==> config.mk <==
export PLATFORM = sky130hd
export DESIGN_NAME = pew_sequencer
export DESIGN_NICKNAME = d
export VERILOG_FILES = /design/src/rtl/pew_pkg.sv /design/src/rtl/pew_shreg.sv /design/src/rtl/pew_bus_cycle.sv /design/src/rtl/pew_ctrl.sv /design/src/rtl/pew_sequencer.sv
export SDC_FILE = /design/constraint.sdc
export NUM_CORES = 1
export LEC_CHECK = 0
export ABC_AREA = 0
export CAP_MARGIN = 20
export CORE_ASPECT_RATIO = 1.2
export CORE_MARGIN = 4
export CORE_UTILIZATION = 53
export DETAILED_ROUTE_END_ITERATION = 8
export GPL_TIMING_DRIVEN = 0
export PLACE_DENSITY_LB_ADDON = 0.2
export SETUP_SLACK_MARGIN = 0.3
export SYNTH_ARGS = -nofsm -noshare
export SYNTH_HDL_FRONTEND = slang
export SYNTH_SLANG_ARGS = --single-unit
==> constraint.sdc <==
create_clock -name clk -period 3.6 [get_ports clk]
set_clock_uncertainty 0.05 [all_clocks]
set_input_delay 0.72 -clock clk [delete_from_list [all_inputs] [get_ports clk]]
set_output_delay 0.72 -clock clk [all_outputs]
set_load 0.05 [all_outputs]
==> src/rtl/pew_pkg.sv <==
// Package: shared state encodings for the page write sequencer.
// Assumes nothing; only types and fixed widths live here.
package pew_pkg;

    localparam int BYTE_BITS = 8;

    // Transaction steps, in the order the protocol visits them.
    typedef enum logic [3:0] {
        SQ_IDLE,
        SQ_RST,
        SQ_ADDR,
        SQ_DATA,
        SQ_TRG_RD0,
        SQ_TRG_WR1,
        SQ_TRG_RD1,
        SQ_POLL,
        SQ_FIN
    } seq_state_e;

    // Phases of one bus cycle.
    typedef enum logic [1:0] {
        BC_IDLE,
        BC_STRB,
        BC_GAP
    } bus_phase_e;

endpackage

==> src/rtl/pew_shreg.sv <==
// Module: left-shifting register presenting its MSB.
// Does: parallel load (priority) or shift toward the MSB by one.
// Assumes: load and shift are single-cycle controls from the sequencer.
module pew_shreg #(
    parameter int W = 8
) (
    input  logic         clk,
    input  logic         rst_n,
    input  logic         load,
    input  logic         shift,
    input  logic [W-1:0] din,
    output logic         msb
);

    logic [W-1:0] sr_q;

    // Hold, load or shift the serial word.
    always_ff @(posedge clk) begin
        if (!rst_n) begin
            sr_q <= '0;
        end else if (load) begin
            sr_q <= din;
        end else if (shift) begin
            sr_q <= {sr_q[W-2:0], 1'b0};
        end
    end

    assign msb = sr_q[W-1];

endmodule

==> src/rtl/pew_bus_cycle.sv <==
// Module: one memory bus cycle engine.
// Does: on a start in idle, holds select and either the read or the write
//   strobe low for STROBE_CLKS clocks. It then keeps all strobes high for
//   GAP_CLKS clocks and flags completion on the last of them. Read cycles
//   sample the data pin on the last strobe clock.
// Assumes: STROBE_CLKS >= 1, GAP_CLKS >= 1; start is only given when idle.
module pew_bus_cycle
    import pew_pkg::*;
#(
    parameter int STROBE_CLKS = 2,
    parameter int GAP_CLKS    = 1
) (
    input  logic clk,
    input  logic rst_n,
    input  logic cyc_start,
    input  logic cyc_write,
    input  logic cyc_bit,
    input  logic dq_i,
    output logic idle,
    output logic cyc_done,
    output logic rd_bit,
    output logic sel_n,
    output logic rd_n,
    output logic wr_n,
    output logic dq_o,
    output logic dq_oe
);

    localparam int CW = $clog2(STROBE_CLKS + GAP_CLKS) + 1;

    bus_phase_e   phase_q;
    logic [CW-1:0] cnt_q;
    logic          wr_q;
    logic          bit_q;
    logic          rd_q;
    logic          last_strb;
    logic          last_gap;

    assign last_strb = (cnt_q == CW'(STROBE_CLKS - 1));
    assign last_gap  = (cnt_q == CW'(GAP_CLKS - 1));

    // Phase sequencing, strobe width and gap counting, read sampling.
    always_ff @(posedge clk) begin
        if (!rst_n) begin
            phase_q <= BC_IDLE;
            cnt_q   <= '0;
            wr_q    <= 1'b0;
            bit_q   <= 1'b0;
            rd_q    <= 1'b0;
        end else begin
            case (phase_q)
                BC_IDLE: begin
                    if (cyc_start) begin
                        phase_q <= BC_STRB;
                        cnt_q   <= '0;
                        wr_q    <= cyc_write;
                        bit_q   <= cyc_bit;
                    end
                end
                BC_STRB: begin
                    if (last_strb) begin
                        phase_q <= BC_GAP;
                        cnt_q   <= '0;
                        if (!wr_q) begin
                            rd_q <= dq_i;
                        end
                    end else begin
                        cnt_q <= cnt_q + CW'(1);
                    end
                end
                BC_GAP: begin
                    if (last_gap) begin
                        phase_q <= BC_IDLE;
                        cnt_q   <= '0;
                    end else begin
                        cnt_q <= cnt_q + CW'(1);
                    end
                end
                default: phase_q <= BC_IDLE;
            endcase
        end
    end

    // Pin and handshake decode from the registered phase.
    always_comb begin
        idle     = (phase_q == BC_IDLE);
        cyc_done = (phase_q == BC_GAP) && last_gap;
        sel_n    = (phase_q != BC_STRB);
        wr_n     = !((phase_q == BC_STRB) && wr_q);
        rd_n     = !((phase_q == BC_STRB) && !wr_q);
        dq_oe    = (phase_q == BC_STRB) && wr_q;
        dq_o     = dq_oe && bit_q;
        rd_bit   = rd_q;
    end

endmodule

==> src/rtl/pew_ctrl.sv <==
// Module: transaction controller.
// Does: accepts or refuses requests and walks through the reset step,
//   address bits, data bits, trigger cycles and busy polling. It launches
//   one bus cycle at a time on the engine and drives the shift registers
//   and the host byte interface.
// Assumes: the engine raises cyc_done exactly once per launched cycle, and
//   byte_data is valid for byte_sel whenever byte_take is high.
module pew_ctrl
    import pew_pkg::*;
#(
    parameter  int ADDR_W    = 16,
    parameter  int MAX_BYTES = 32,
    localparam int CNT_W     = $clog2(MAX_BYTES + 1),
    localparam int SEL_W     = $clog2(MAX_BYTES),
    localparam int BIT_W     = $clog2(ADDR_W)
) (
    input  logic             clk,
    input  logic             rst_n,
    input  logic             req_valid,
    input  logic [CNT_W-1:0] req_count,
    input  logic             eng_idle,
    input  logic             cyc_done,
    input  logic             rd_bit,
    input  logic             addr_msb,
    input  logic             data_msb,
    output logic             cyc_start,
    output logic             cyc_write,
    output logic             cyc_bit,
    output logic             addr_load,
    output logic             addr_shift,
    output logic             data_load,
    output logic             data_shift,
    output logic [SEL_W-1:0] byte_sel,
    output logic             byte_take,
    output logic             busy,
    output logic             done,
    output logic             err,
    output logic             rst_step
);

    seq_state_e       state_q;
    logic [BIT_W-1:0] bit_cnt_q;
    logic [CNT_W-1:0] byte_idx_q;
    logic [CNT_W-1:0] count_q;
    logic             inflight_q;
    logic             err_q;
    logic             count_ok;
    logic             accept;
    logic             bus_state;
    logic             addr_last;
    logic             byte_last_bit;
    logic             last_byte;

    assign count_ok      = (req_count != '0) && (req_count <= CNT_W'(MAX_BYTES));
    assign accept        = (state_q == SQ_IDLE) && req_valid && count_ok;
    assign addr_last     = (bit_cnt_q == BIT_W'(ADDR_W - 1));
    assign byte_last_bit = (bit_cnt_q == BIT_W'(BYTE_BITS - 1));
    assign last_byte     = (byte_idx_q == count_q);

    // Which steps run bus cycles.
    always_comb begin
        case (state_q)
            SQ_ADDR, SQ_DATA, SQ_TRG_RD0, SQ_TRG_WR1, SQ_TRG_RD1, SQ_POLL:
                bus_state = 1'b1;
            default:
                bus_state = 1'b0;
        endcase
    end

    // Cycle launch, type and bit for the current step.
    always_comb begin
        cyc_start = bus_state && eng_idle && !inflight_q;
        cyc_write = (state_q == SQ_ADDR) || (state_q == SQ_DATA) ||
                    (state_q == SQ_TRG_WR1);
        case (state_q)
            SQ_ADDR:    cyc_bit = addr_msb;
            SQ_DATA:    cyc_bit = data_msb;
            SQ_TRG_WR1: cyc_bit = 1'b1;
            default:    cyc_bit = 1'b0;
        endcase
    end

    // Shift register and host byte controls.
    always_comb begin
        addr_load  = accept;
        addr_shift = cyc_done && (state_q == SQ_ADDR);
        data_shift = cyc_done && (state_q == SQ_DATA);
        byte_take  = cyc_done &&
                     (((state_q == SQ_ADDR) && addr_last) ||
                      ((state_q == SQ_DATA) && byte_last_bit && !last_byte));
        data_load  = byte_take;
        byte_sel   = byte_idx_q[SEL_W-1:0];
    end

    // Step sequencing, bit and byte counting, request handling.
    always_ff @(posedge clk) begin
        if (!rst_n) begin
            state_q    <= SQ_IDLE;
            bit_cnt_q  <= '0;
            byte_idx_q <= '0;
            count_q    <= '0;
            inflight_q <= 1'b0;
            err_q      <= 1'b0;
        end else begin
            err_q <= 1'b0;
            if (cyc_start) begin
                inflight_q <= 1'b1;
            end else if (cyc_done) begin
                inflight_q <= 1'b0;
            end
            case (state_q)
                SQ_IDLE: begin
                    if (req_valid) begin
                        if (count_ok) begin
                            state_q    <= SQ_RST;
                            count_q    <= req_count;
                            byte_idx_q <= '0;
                            bit_cnt_q  <= '0;
                        end else begin
                            err_q <= 1'b1;
                        end
                    end
                end
                SQ_RST: state_q <= SQ_ADDR;
                SQ_ADDR: begin
                    if (cyc_done) begin
                        if (addr_last) begin
                            bit_cnt_q  <= '0;
                            byte_idx_q <= byte_idx_q + CNT_W'(1);
                            state_q    <= SQ_DATA;
                        end else begin
                            bit_cnt_q <= bit_cnt_q + BIT_W'(1);
                        end
                    end
                end
                SQ_DATA: begin
                    if (cyc_done) begin
                        if (byte_last_bit) begin
                            bit_cnt_q <= '0;
                            if (last_byte) begin
                                state_q <= SQ_TRG_RD0;
                            end else begin
                                byte_idx_q <= byte_idx_q + CNT_W'(1);
                            end
                        end else begin
                            bit_cnt_q <= bit_cnt_q + BIT_W'(1);
                        end
                    end
                end
                SQ_TRG_RD0: if (cyc_done) state_q <= SQ_TRG_WR1;
                SQ_TRG_WR1: if (cyc_done) state_q <= SQ_TRG_RD1;
                SQ_TRG_RD1: if (cyc_done) state_q <= SQ_POLL;
                SQ_POLL:    if (cyc_done && rd_bit) state_q <= SQ_FIN;
                SQ_FIN:     state_q <= SQ_IDLE;
                default:    state_q <= SQ_IDLE;
            endcase
        end
    end

    // Status decode.
    always_comb begin
        busy     = (state_q != SQ_IDLE);
        done     = (state_q == SQ_FIN);
        err      = err_q;
        rst_step = (state_q == SQ_RST);
    end

endmodule

==> src/rtl/pew_sequencer.sv <==
// Module: top of the single-pin EEPROM page write sequencer.
// Does: ties the controller, the bus cycle engine and the address and data
//   shift registers together.
// Assumes: host byte_data follows byte_sel combinationally; mem_dq_i
//   reflects the memory pin while the output enable is low.
module pew_sequencer
    import pew_pkg::*;
#(
    parameter  int ADDR_W      = 16,
    parameter  int MAX_BYTES   = 32,
    parameter  int STROBE_CLKS = 2,
    parameter  int GAP_CLKS    = 1,
    localparam int CNT_W       = $clog2(MAX_BYTES + 1),
    localparam int SEL_W       = $clog2(MAX_BYTES)
) (
    input  logic                 clk,
    input  logic                 rst_n,
    input  logic                 req_valid,
    input  logic [ADDR_W-1:0]    req_addr,
    input  logic [CNT_W-1:0]     req_count,
    output logic [SEL_W-1:0]     byte_sel,
    output logic                 byte_take,
    input  logic [BYTE_BITS-1:0] byte_data,
    output logic                 busy,
    output logic                 done,
    output logic                 err,
    output logic                 rst_step,
    output logic                 mem_sel_n,
    output logic                 mem_rd_n,
    output logic                 mem_wr_n,
    output logic                 mem_dq_o,
    output logic                 mem_dq_oe,
    input  logic                 mem_dq_i
);

    logic eng_idle;
    logic cyc_done;
    logic rd_bit;
    logic cyc_start;
    logic cyc_write;
    logic cyc_bit;
    logic addr_load;
    logic addr_shift;
    logic data_load;
    logic data_shift;
    logic addr_msb;
    logic data_msb;

    pew_ctrl #(
        .ADDR_W    (ADDR_W),
        .MAX_BYTES (MAX_BYTES)
    ) u_ctrl (
        .clk        (clk),
        .rst_n      (rst_n),
        .req_valid  (req_valid),
        .req_count  (req_count),
        .eng_idle   (eng_idle),
        .cyc_done   (cyc_done),
        .rd_bit     (rd_bit),
        .addr_msb   (addr_msb),
        .data_msb   (data_msb),
        .cyc_start  (cyc_start),
        .cyc_write  (cyc_write),
        .cyc_bit    (cyc_bit),
        .addr_load  (addr_load),
        .addr_shift (addr_shift),
        .data_load  (data_load),
        .data_shift (data_shift),
        .byte_sel   (byte_sel),
        .byte_take  (byte_take),
        .busy       (busy),
        .done       (done),
        .err        (err),
        .rst_step   (rst_step)
    );

    pew_bus_cycle #(
        .STROBE_CLKS (STROBE_CLKS),
        .GAP_CLKS    (GAP_CLKS)
    ) u_bus (
        .clk       (clk),
        .rst_n     (rst_n),
        .cyc_start (cyc_start),
        .cyc_write (cyc_write),
        .cyc_bit   (cyc_bit),
        .dq_i      (mem_dq_i),
        .idle      (eng_idle),
        .cyc_done  (cyc_done),
        .rd_bit    (rd_bit),
        .sel_n     (mem_sel_n),
        .rd_n      (mem_rd_n),
        .wr_n      (mem_wr_n),
        .dq_o      (mem_dq_o),
        .dq_oe     (mem_dq_oe)
    );

    pew_shreg #(.W(ADDR_W)) u_addr_sr (
        .clk   (clk),
        .rst_n (rst_n),
        .load  (addr_load),
        .shift (addr_shift),
        .din   (req_addr),
        .msb   (addr_msb)
    );

    pew_shreg #(.W(BYTE_BITS)) u_data_sr (
        .clk   (clk),
        .rst_n (rst_n),
        .load  (data_load),
        .shift (data_shift),
        .din   (byte_data),
        .msb   (data_msb)
    );

endmodule

[Word-level counts from Yosys, hierarchy flattened]
Cells that the tools add are included.
Operators by class
  $add $sub $neg: 3
  order comparisons: 1
  bitwise logic cells: 1
  reductions and logical operators: 44
  equality and inequality tests: 30
  mux-type cells: 44
Operator list (count)
  2-to-1 mux 4 bit: 17
  2-to-1 mux 6 bit: 7
  2-to-1 mux 16 bit: 2
  one-hot mux 4 bit (8 select lines): 1
  inequality test 2 x 1 -> 1 bit (second input constant): 13
  equality test 4 x 3 -> 1 bit (second input constant): 5
  one-hot mux 6 bit (3 select lines): 1
  logical AND 1 bit: 16
  2-to-1 mux 8 bit: 2
  one-hot mux 4 bit (3 select lines): 1
  AND reduction 3 bit: 4
  AND reduction 11 bit: 1
  2-to-1 mux 3 bit: 3
  one-hot mux 3 bit (3 select lines): 1
  equality test 4 x 2 -> 1 bit (second input constant): 2
  equality test 4 bit (second input constant): 2
  AND reduction 8 bit: 1
  adder 6 x 1 -> 6 bit (second input constant): 1
  equality test 6 bit: 1
  <= comparator 6 bit (second input constant): 1
  2-to-1 mux 2 bit: 3
  inequality test 2 bit (second input constant): 3
  one-hot mux 2 bit (3 select lines): 1
  nonzero test 2 bit: 3
  20 further kinds: 31
Word-level totals
  flip-flop bits (word level): 54
  word-level logic and storage cells: 136
  output and inout port bits: 15
  input port bits: 34

[Logic depth before layout (Yosys ltp)]
Gate-level depths: netlist of run 1.
  depth in word-level cells: 7
  depth in mapped cells: 9
  depth with buffers taken out: 8

[Cells and area by module]
From an unflattened synthesis of run 1, not the netlist that was laid out.
Unflattened totals
  cell total of the unflattened synthesis: 340
  area total of the unflattened synthesis: 3228.1 µm²
Modules (own cells, without submodules)
  pew_ctrl: seq. area each 440.4 µm², cells each 174, area an instance 1446.4 µm², times used 1
  pew_shreg (u_addr_sr): seq. area each 320.3 µm², cells each 70, area an instance 842.1 µm², times used 1
  pew_bus_cycle: seq. area each 160.2 µm², cells each 61, area an instance 520.5 µm², times used 1
  pew_shreg (u_data_sr): seq. area each 160.2 µm², cells each 35, area an instance 419.2 µm², times used 1

[Least setup slack after synthesis of run 1]
OpenSTA, ideal clock, no wires.
  path type: reg-to-output
  start: register u_ctrl.state_q[3]
  end: output done
  path buffers: 1
  required time: 2.830 ns
  arrival: 2.221 ns
  setup slack: 0.609 ns
  cell stages (with the launch flop): 3
  path through: dfxtp_1 clkbuf_1 nor4b_1
On the way
  cells in the longest elaborated chain, start to end: 1
RTL lines
  start: declaration: RTL line pew_ctrl.sv:41  | seq_state_e state_q;
  start signal: assignment: RTL line pew_ctrl.sv:98  | state_q <= SQ_IDLE;
  start signal: assignment: RTL line pew_ctrl.sv:115  | state_q <= SQ_RST;
  start signal: assignment: RTL line pew_ctrl.sv:124  | SQ_RST: state_q <= SQ_ADDR;
  equality test 4 bit: RTL line pew_ctrl.sv:163  | done = (state_q == SQ_FIN);
  end: declaration: RTL line pew_sequencer.sv:25  | output logic done,
Every way passes these cells.

[Final worst setup path of run 1]
  start: register u_bus.cnt_q[0]
  end: output byte_take
On the way
  cells in the longest elaborated chain, start to end: 3
RTL lines
  start: declaration: RTL line pew_bus_cycle.sv:32  | logic [CW-1:0] cnt_q;
  start signal: assignment: RTL line pew_bus_cycle.sv:68  | cnt_q <= cnt_q + CW'(1);
  start signal: assignment: RTL line pew_bus_cycle.sv:76  | cnt_q <= cnt_q + CW'(1);
  logical NOT 3 bit: RTL line pew_bus_cycle.sv:40  | assign last_gap = (cnt_q == CW'(GAP_CLKS - 1));
  logical AND 1 bit: RTL line pew_bus_cycle.sv:87  | cyc_done = (phase_q == BC_GAP) && last_gap;
  logical AND 1 bit: RTL line pew_ctrl.sv:88  | byte_take = cyc_done &&
  end: declaration: RTL line pew_sequencer.sv:22  | output logic byte_take,
Every way passes these cells.

==> reports/results.ini, run 1 <==
[drt]
routed_wire_per_std_cell_microns=14.1
detail_route.vias_per_cell=5.73
num_vias=2774
routed_wl_mm=6.82
ant_nets=0
detail_route.iter0.violations=173
detail_route.first_pass.iterations=4
residual_drc=0

[timing]
worstMarginPinSlew_ns=0.587
timing.fmax_ghz=0.321
final_min_period_over_clock_period_pct=86.5
finalHoldViolCount=0
maxSlewHeadroom_pct=60.5
period_minus_slack_ns=3.11
rsz0062_at_grt=false
maxSlewViolCount=0
setup-violations-final=0

[clocking]
cts_tree=yes
tritoncts.num_buffers=5
clk_latency_ns=0.30
ctsRootBufferMaster=sky130_fd_sc_hd__clkbuf_8
htree_levels=2
postCtsHoldBufs=0
clock-sinks=54
cts_buffer_depth=2
worst_setup_hold_path_clk_slew_ns=0.09

[worst_setup_path]
critical_path.reg2reg.endpoint=u_addr_sr.sr_q[11]
r2r_start=u_bus.cnt_q[0]
critical_path.startpoint=u_bus.cnt_q[0]
rrSetupSlack_ns=1.07
worstSetupPathType=flop to primary output
worst-path-max-fanout=9
worstPathRequired_ns=2.83
endpoint_kind=primary output
crit_arrival_ns=2.34
cp-endpoint=byte_take
kind_of_launch_point_of_the_worst_setup_path=flop
timing.reg2reg.worst_path_depth=9

[grt]
number_of_global_route_vias_before_repair=2597
grt_remaining_overflow=0
grt_antenna_before_repair=0
grt_start_max_net_pins=16
grt_first_pass_wirelength_mm=11.4
track_usage_pct=21.8

[power]
pwr-share-comb_pct=44.2
seq_power_share_pct=37.8
cell_internal_pwr_w=0.00116
p_total_w=0.00195
clock_power_share_pct=18.0
netSwitchingFraction_pct=40.3
maximum_resistive_drop_on_vdd_uv=465
power_per_cell_area_mw_per_mm2=553
netSwitchingPower_w=0.000786
leakagePower_nw=1.35

[die]
floorplan_die_height_microns=88.5
floorplan.io_pins=49
die-width_microns=75.1
core_area_sq_mm=0.00526
rows=29
start_util_pct=54.4
die_area_sq_mm=0.00664

[finish]
design.final.nets=464
core_occupancy_in_the_finished_layout_pct=67.0
flow.area_growth_from_synthesis_pct=23.3
drive_gt1_share_pct=5.92
final_design_area_no_fill_sq_mm=0.00353
diodes=0

[yosys]
synth_sequential_area_ratio_pct=37.8
ys_types=47
synthFlopType=sky130_fd_sc_hd__dfxtp_1
edff_count_synth=0
yosysWarningCount=0
synth_cells=365
synth.avg_cell_area_sq_um=7.84
number_of_register_bits_inferred_by_synthesis=54
netlist_area_sq_mm=0.00286
fraction_of_registers_with_async_set_reset_pct=0
synthesis.nets=408

[status]
run_status=complete, no violations

[run]
max_cap_violations=0

[placed_design]
place.gp.congestion=0.800
detailed_place.area_sq_mm=0.00342
dpl.hpwl_mm=4.94
port_buffers=48

[min_path]
hold_path_class=flop to flop
worst_hold_path.num_cells=2

[worst min path at each step]
stage                           start                end  slack, ns
floorplan           u_ctrl.inflight_q  u_ctrl.inflight_q       0.38
detailed placement  u_ctrl.inflight_q  u_ctrl.inflight_q       0.40
finish              u_ctrl.inflight_q  u_ctrl.inflight_q       0.41
global placement    u_ctrl.inflight_q  u_ctrl.inflight_q       0.39
global route        u_ctrl.inflight_q  u_ctrl.inflight_q       0.43
CTS                 u_ctrl.inflight_q  u_ctrl.inflight_q       0.41
[power by group through the flow]
stage | registers [W] | clock network [W] | logic (W)
6_report | 0.000737 | 0.000350 | 0.000861
5_1_grt | 0.000747 | 0.000388 | 0.000952
4_1_cts | 0.000736 | 0.000358 | 0.000858
3_5_place_dp | 0.000749 | 0 | 0.000852
3_3_place_gp | 0.000747 | 0 | 0.000835
2_1_floorplan | 0.000741 | 0 | 0.000625
[synthesized netlist by cell type (all sizes together) (2+ instances only)]
| master | number | area, sq um |
|---|---|---|
| nor2 | 58 | 218 |
| nand2 | 56 | 210 |
| dfxtp | 54 | 1080 |
| clkbuf | 21 | 78.8 |
| mux2i | 16 | 160 |
| a21oi | 15 | 75.1 |
| a311oi | 14 | 123 |
| a31oi | 13 | 81.3 |
| inv | 12 | 45.0 |
| nand3 | 11 | 55.1 |
| o21ai | 11 | 58.8 |
| ha | 9 | 113 |
| a22oi | 8 | 60.1 |
| or4 | 8 | 63.8 |
| buf | 6 | 42.5 |
| xor2 | 6 | 52.6 |
| or3 | 5 | 31.3 |
| nand2b | 4 | 25.0 |
| and3 | 3 | 18.8 |
| nand3b | 3 | 22.5 |
| nor3 | 3 | 15.0 |
| nor4 | 3 | 18.8 |
| a21o | 2 | 15.0 |
| and2 | 2 | 12.5 |
| nand4b | 2 | 17.5 |
| nor2b | 2 | 12.5 |
| o211ai | 2 | 15.0 |
| o22ai | 2 | 12.5 |
[stage by stage]
step	hold slack [ns]	TNS, ns	worst slack (ns)	instances
floorplan	0.381	0	0.609	365
global placement	0.389	-0.126	-0.126	475
detailed placement	0.396	-0.155	-0.155	475
CTS	0.408	0	0.406	484
global route	0.432	0	0.318	484
finish	0.409	0	0.486	484
[routing by layer]
layer	global-route usage (%)	up-vias	share of wire [%]
li1	-	1389	-
met1	27.4	1299	45
met2	37.8	75	49
met3	3.86	11	4.7
met4	6.31	0	1.1
met5	0	-	0
[sequential cells by signal, summed over array words and instances (netlist names)]
register           flops
u_ctrl.state_q         4
u_ctrl.inflight_q      1
u_bus.cnt_q            3
u_ctrl.count_q         6
u_ctrl.byte_idx_q      6
u_data_sr.sr_q         8
u_bus.bit_q            1
u_bus.phase_q          2
u_addr_sr.sr_q        16
u_bus.rd_bit           1
u_ctrl.bit_cnt_q       4
u_bus.wr_q             1
u_ctrl.err             1
[placed cells by master, fill, tap and decap left out, types with 6 or more instances in the layout]
cell	instances
sky130_fd_sc_hd__nor2_1	57
sky130_fd_sc_hd__nand2_1	56
sky130_fd_sc_hd__dfxtp_1	54
sky130_fd_sc_hd__clkdlybuf4s50_1	47
sky130_fd_sc_hd__clkbuf_1	21
sky130_fd_sc_hd__mux2i_1	16
sky130_fd_sc_hd__a21oi_1	15
sky130_fd_sc_hd__a311oi_1	14
sky130_fd_sc_hd__a31oi_1	13
sky130_fd_sc_hd__inv_1	11
sky130_fd_sc_hd__nand3_1	11
sky130_fd_sc_hd__o21ai_0	9
sky130_fd_sc_hd__ha_1	9
sky130_fd_sc_hd__a22oi_1	8
sky130_fd_sc_hd__or4_1	7
sky130_fd_sc_hd__xor2_1	6
sky130_fd_sc_hd__buf_4	6
sky130_fd_sc_hd__clkbuf_8	6
[critical path: stages, from the launching register on]
cell and delay [ns]:
sky130_fd_sc_hd__dfxtp_1 0.34, sky130_fd_sc_hd__inv_1 0.10, sky130_fd_sc_hd__ha_1 0.21, sky130_fd_sc_hd__nand3b_1 0.14, sky130_fd_sc_hd__or4_1 0.48, sky130_fd_sc_hd__clkbuf_2 0.22, sky130_fd_sc_hd__nor2_4 0.14, sky130_fd_sc_hd__a21o_1 0.14
sky130_fd_sc_hd__buf_2 0.27
[logic make-up after synthesis]
logic type | count (synthesis) | share of synthesized area [%]
compound gates | 74 | 17.5
mux | 16 | 5.60
buf+inv | 39 | 5.82
simple gates | 166 | 27.2
xor+xnor | 7 | 2.14
flops | 54 | 37.8
fa+ha+maj | 9 | 3.94
[cell type report]
| cell class | count | area [sq um] |
|---|---|---|
| fill | 473 | 1740 |
| multi-input combinational | 272 | 1630 |
| sequential | 54 | 1080 |
| timing repair buffer | 49 | 483 |
| buffer | 27 | 123 |
| clock buffer | 7 | 86.3 |
| tap | 62 | 77.6 |
| inverter | 12 | 45.0 |
| clock inverter | 1 | 5.00 |
[timing repair]
action                     4_1_cts  5_1_grt
resized for setup                8        2
setup buffers                    1        0
setup endpoints to repair        1        1
pin swaps                        1        0
Power figures use the tool's default switching activity.
==> run 2, diff against run 1 <==
--- a/config.mk
+++ b/config.mk
@@ -7,13 +7,14 @@
 export LEC_CHECK = 0
 export ABC_AREA = 0
 export CAP_MARGIN = 20
-export CORE_ASPECT_RATIO = 1.2
+export CORE_ASPECT_RATIO = 1.5
 export CORE_MARGIN = 4
 export CORE_UTILIZATION = 53
 export DETAILED_ROUTE_END_ITERATION = 8
 export GPL_TIMING_DRIVEN = 0
 export PLACE_DENSITY_LB_ADDON = 0.2
 export SETUP_SLACK_MARGIN = 0.3
+export SLEW_MARGIN = 20
 export SYNTH_ARGS = -nofsm -noshare
 export SYNTH_HDL_FRONTEND = slang
 export SYNTH_SLANG_ARGS = --single-unit
==> run 2 against run 1 <==
  * Combinational power down 1%
  * Design area about the same
  * Clock power down 4%
  * Final cell count up 1.2%
==> reports/results.ini, run 2 (synthesis results as in run 1) <==
[worst_setup_path]
kind_of_launch_point_of_the_worst_setup_path=flop
worst-path-max-fanout=9  ; unchanged
worstSetupPathType=flop to primary output
crit_arrival_ns=2.32  ; -0.02 ns
critPathTopFamily=simple AND/OR/NAND/NOR gates
critPathMaxStageDelay_ns=0.48  ; about the same
endpoint_kind=primary output
crit_path_top_delay_cell=sky130_fd_sc_hd__or4_1
worstPathCellList=inv_1 -> ha_1 -> nand3b_1 -> or4_1 -> clkbuf_2 -> nor2_4 -> a21o_1 -> buf_2
worstPathRequired_ns=2.83  ; about the same
worstPathBufferInverterCount=3  ; unchanged

[grt]
top_usage_layer=met2
grt_antenna_before_repair=0  ; unchanged
grt_start_max_net_pins=17  ; +1
track_usage_pct=21.0  ; -0.81 points
grt_remaining_overflow=0  ; unchanged
grt_use_met2_pct=35.5  ; -2.3 points
grt_first_pass_wirelength_mm=11.2  ; -1.9%
met3_use_gr_pct=3.68  ; -0.18 points
number_of_global_route_vias_before_repair=2571  ; -1.0%
use_met1_pct=25.7  ; -1.6 points

[min_path]
hold_path_class=flop to flop

[finish]
drive_gt1_share_pct=5.92  ; unchanged
flow.area_growth_from_synthesis_pct=23.4  ; about the same
regMostFlops=u_addr_sr.sr_q
largest_register_ff_count=16  ; unchanged
design.final.nets=464  ; unchanged
most-common-layout-cells=57 x sky130_fd_sc_hd__nor2_1, 56 x sky130_fd_sc_hd__nand2_1, 54 x sky130_fd_sc_hd__dfxtp_1
largest_registers=u_addr_sr.sr_q: 16 flops, u_data_sr.sr_q: 8 flops
most_common_cell_after_layout_fill_and_taps_aside=sky130_fd_sc_hd__nor2_1
diodes=0  ; unchanged
filler_cell_count=453  ; -4.2%
core_occupancy_in_the_finished_layout_pct=67.8  ; +0.77 points

[drt]
detail_route.iter0.violations=138  ; -20%
residual_drc=0  ; unchanged
routed_wl_mm=6.67  ; -2.1%
routed_wire_per_std_cell_microns=13.6  ; -3.3%
detail_route.vias_per_cell=5.61  ; -2.1%
detail_route.first_pass.iterations=4  ; unchanged
ant_nets=0  ; unchanged
num_vias=2750  ; -0.87%

[clocking]
worst_setup_hold_path_clk_slew_ns=0.09  ; about the same
tritoncts.num_buffers=5  ; unchanged
cts_tree=yes
ctsRootBufferMaster=sky130_fd_sc_hd__clkbuf_8
clock-sinks=54  ; unchanged
clk_latency_ns=0.31  ; about the same
htree_levels=2  ; unchanged
cts_buffer_depth=2  ; unchanged

[power]
netSwitchingPower_w=0.000778  ; -0.98%
leakagePower_nw=1.35  ; -0.23%
seq_power_share_pct=38.3  ; +0.5 points
clock_power_share_pct=17.4  ; -0.6 points
netSwitchingFraction_pct=40.5  ; +0.14 points
pwr-share-comb_pct=44.3  ; about the same
maximum_resistive_drop_on_vdd_uv=407  ; -13%
cell_internal_pwr_w=0.00114  ; -1.5%
power_per_cell_area_mw_per_mm2=545  ; -1.4%

[placed_design]
port_buffers=48  ; unchanged
dpl.hpwl_mm=4.98  ; +0.85%
place.gp.congestion=0.834  ; +4.3%

[timing]
worstMarginPinSlew_ns=0.554  ; -0.0333 ns
setup-violations-final=0  ; unchanged
maxSlewHeadroom_pct=62.8  ; +2.2 points
finalHoldViolCount=0  ; unchanged
rsz0062_at_grt=false
fin_worst_hold_slack_ns=0.408  ; -0.00126 ns
timing.fmax_ghz=0.324  ; +0.94%
maxSlewViolCount=0  ; unchanged
final_min_period_over_clock_period_pct=85.7  ; -0.80 points
period_minus_slack_ns=3.09  ; -0.0289 ns
setup-tns-final_ns=0  ; unchanged

[run]
max_cap_violations=0  ; unchanged

[die]
die_area_sq_mm=0.00666  ; +0.29%
floorplan_die_height_microns=98.0  ; +11%
die-width_microns=68.0  ; -9.4%
core_area_sq_mm=0.00520  ; -1.1%
floorplan.io_pins=49  ; unchanged
rows=32  ; +10%
start_util_pct=55.0  ; +0.59 points

[status]
run_status=complete, no violations

==> run 2: worst reg2reg max path, cell delays in order (launching register included) <==
cell	delay (ns)
sky130_fd_sc_hd__dfxtp_1	0.37
sky130_fd_sc_hd__or3b_2	0.20
sky130_fd_sc_hd__clkbuf_1	0.30
sky130_fd_sc_hd__o21ba_2	0.24
sky130_fd_sc_hd__a31o_2	0.21
sky130_fd_sc_hd__or4_1	0.44
sky130_fd_sc_hd__clkbuf_1	0.24
sky130_fd_sc_hd__o211ai_1	0.22
sky130_fd_sc_hd__o21ai_0	0.10
==> run 2: repair_timing <==
action,4_1_cts,5_1_grt
hold buffers,0,0
setup buffers,1,0
setup endpoints to repair,1,1
pin swaps,1,0
resized for setup,7,3
==> run 2: cell type report <==
cell class | count | area, sq um | share of cell area [%]
Tap cell | 68 | 85.1 | 2.41
Clock inverter | 2 | 13.8 | 0.390
Buffer | 27 | 123 | 3.48
Sequential cell | 54 | 1080 | 30.6
Inverter | 12 | 45.0 | 1.28
Clock buffer | 6 | 72.6 | 2.06
Multi-Input combinational cell | 272 | 1630 | 46.1
Timing Repair Buffer | 49 | 483 | 13.7
==> run 2: stage by stage <==
step / cell area [sq um] / power, W / instances / setup WS (ns)
2_1_floorplan: 2860 / 0.00137 / 365 / 0.609
3_3_place_gp: 3430 / 0.00158 / 481 / -0.132
3_5_place_dp: 3430 / 0.00160 / 481 / -0.141
4_1_cts: 3520 / 0.00193 / 490 / 0.324
5_1_grt: 3530 / 0.00206 / 490 / 0.361
6_report: 3530 / 0.00192 / 490 / 0.514
==> run 2: path summary, 6_finish.rpt <==
path | startpoint | end | slack [ns] | cells past startpoint
max reg2reg | u_ctrl.state_q[1] | u_ctrl.byte_idx_q[3] | 1.12 | 8
min reg2reg | u_ctrl.inflight_q | u_ctrl.inflight_q | 0.41 | 2
min | u_ctrl.inflight_q | u_ctrl.inflight_q | 0.41 | 2
max | u_bus.phase_q[0] | byte_take | 0.51 | 8
==> run 2: layer usage <==
| metal | vias to the layer above | share of wire (%) |
|---|---|---|
| met5 | - | 0 |
| met4 | 0 | 1.5 |
| met3 | 11 | 5.6 |
| met2 | 67 | 51 |
| met1 | 1274 | 42 |
| li1 | 1398 | - |
==> run 2: power by group through the flow <==
stage               Clock (W)  Combinational [W]  Sequential [W]
floorplan                   0           0.000625        0.000741
global placement            0           0.000835        0.000747
detailed placement          0           0.000849        0.000749
CTS                  0.000343           0.000854        0.000736
global route         0.000361           0.000948        0.000750
finish               0.000335           0.000851        0.000736
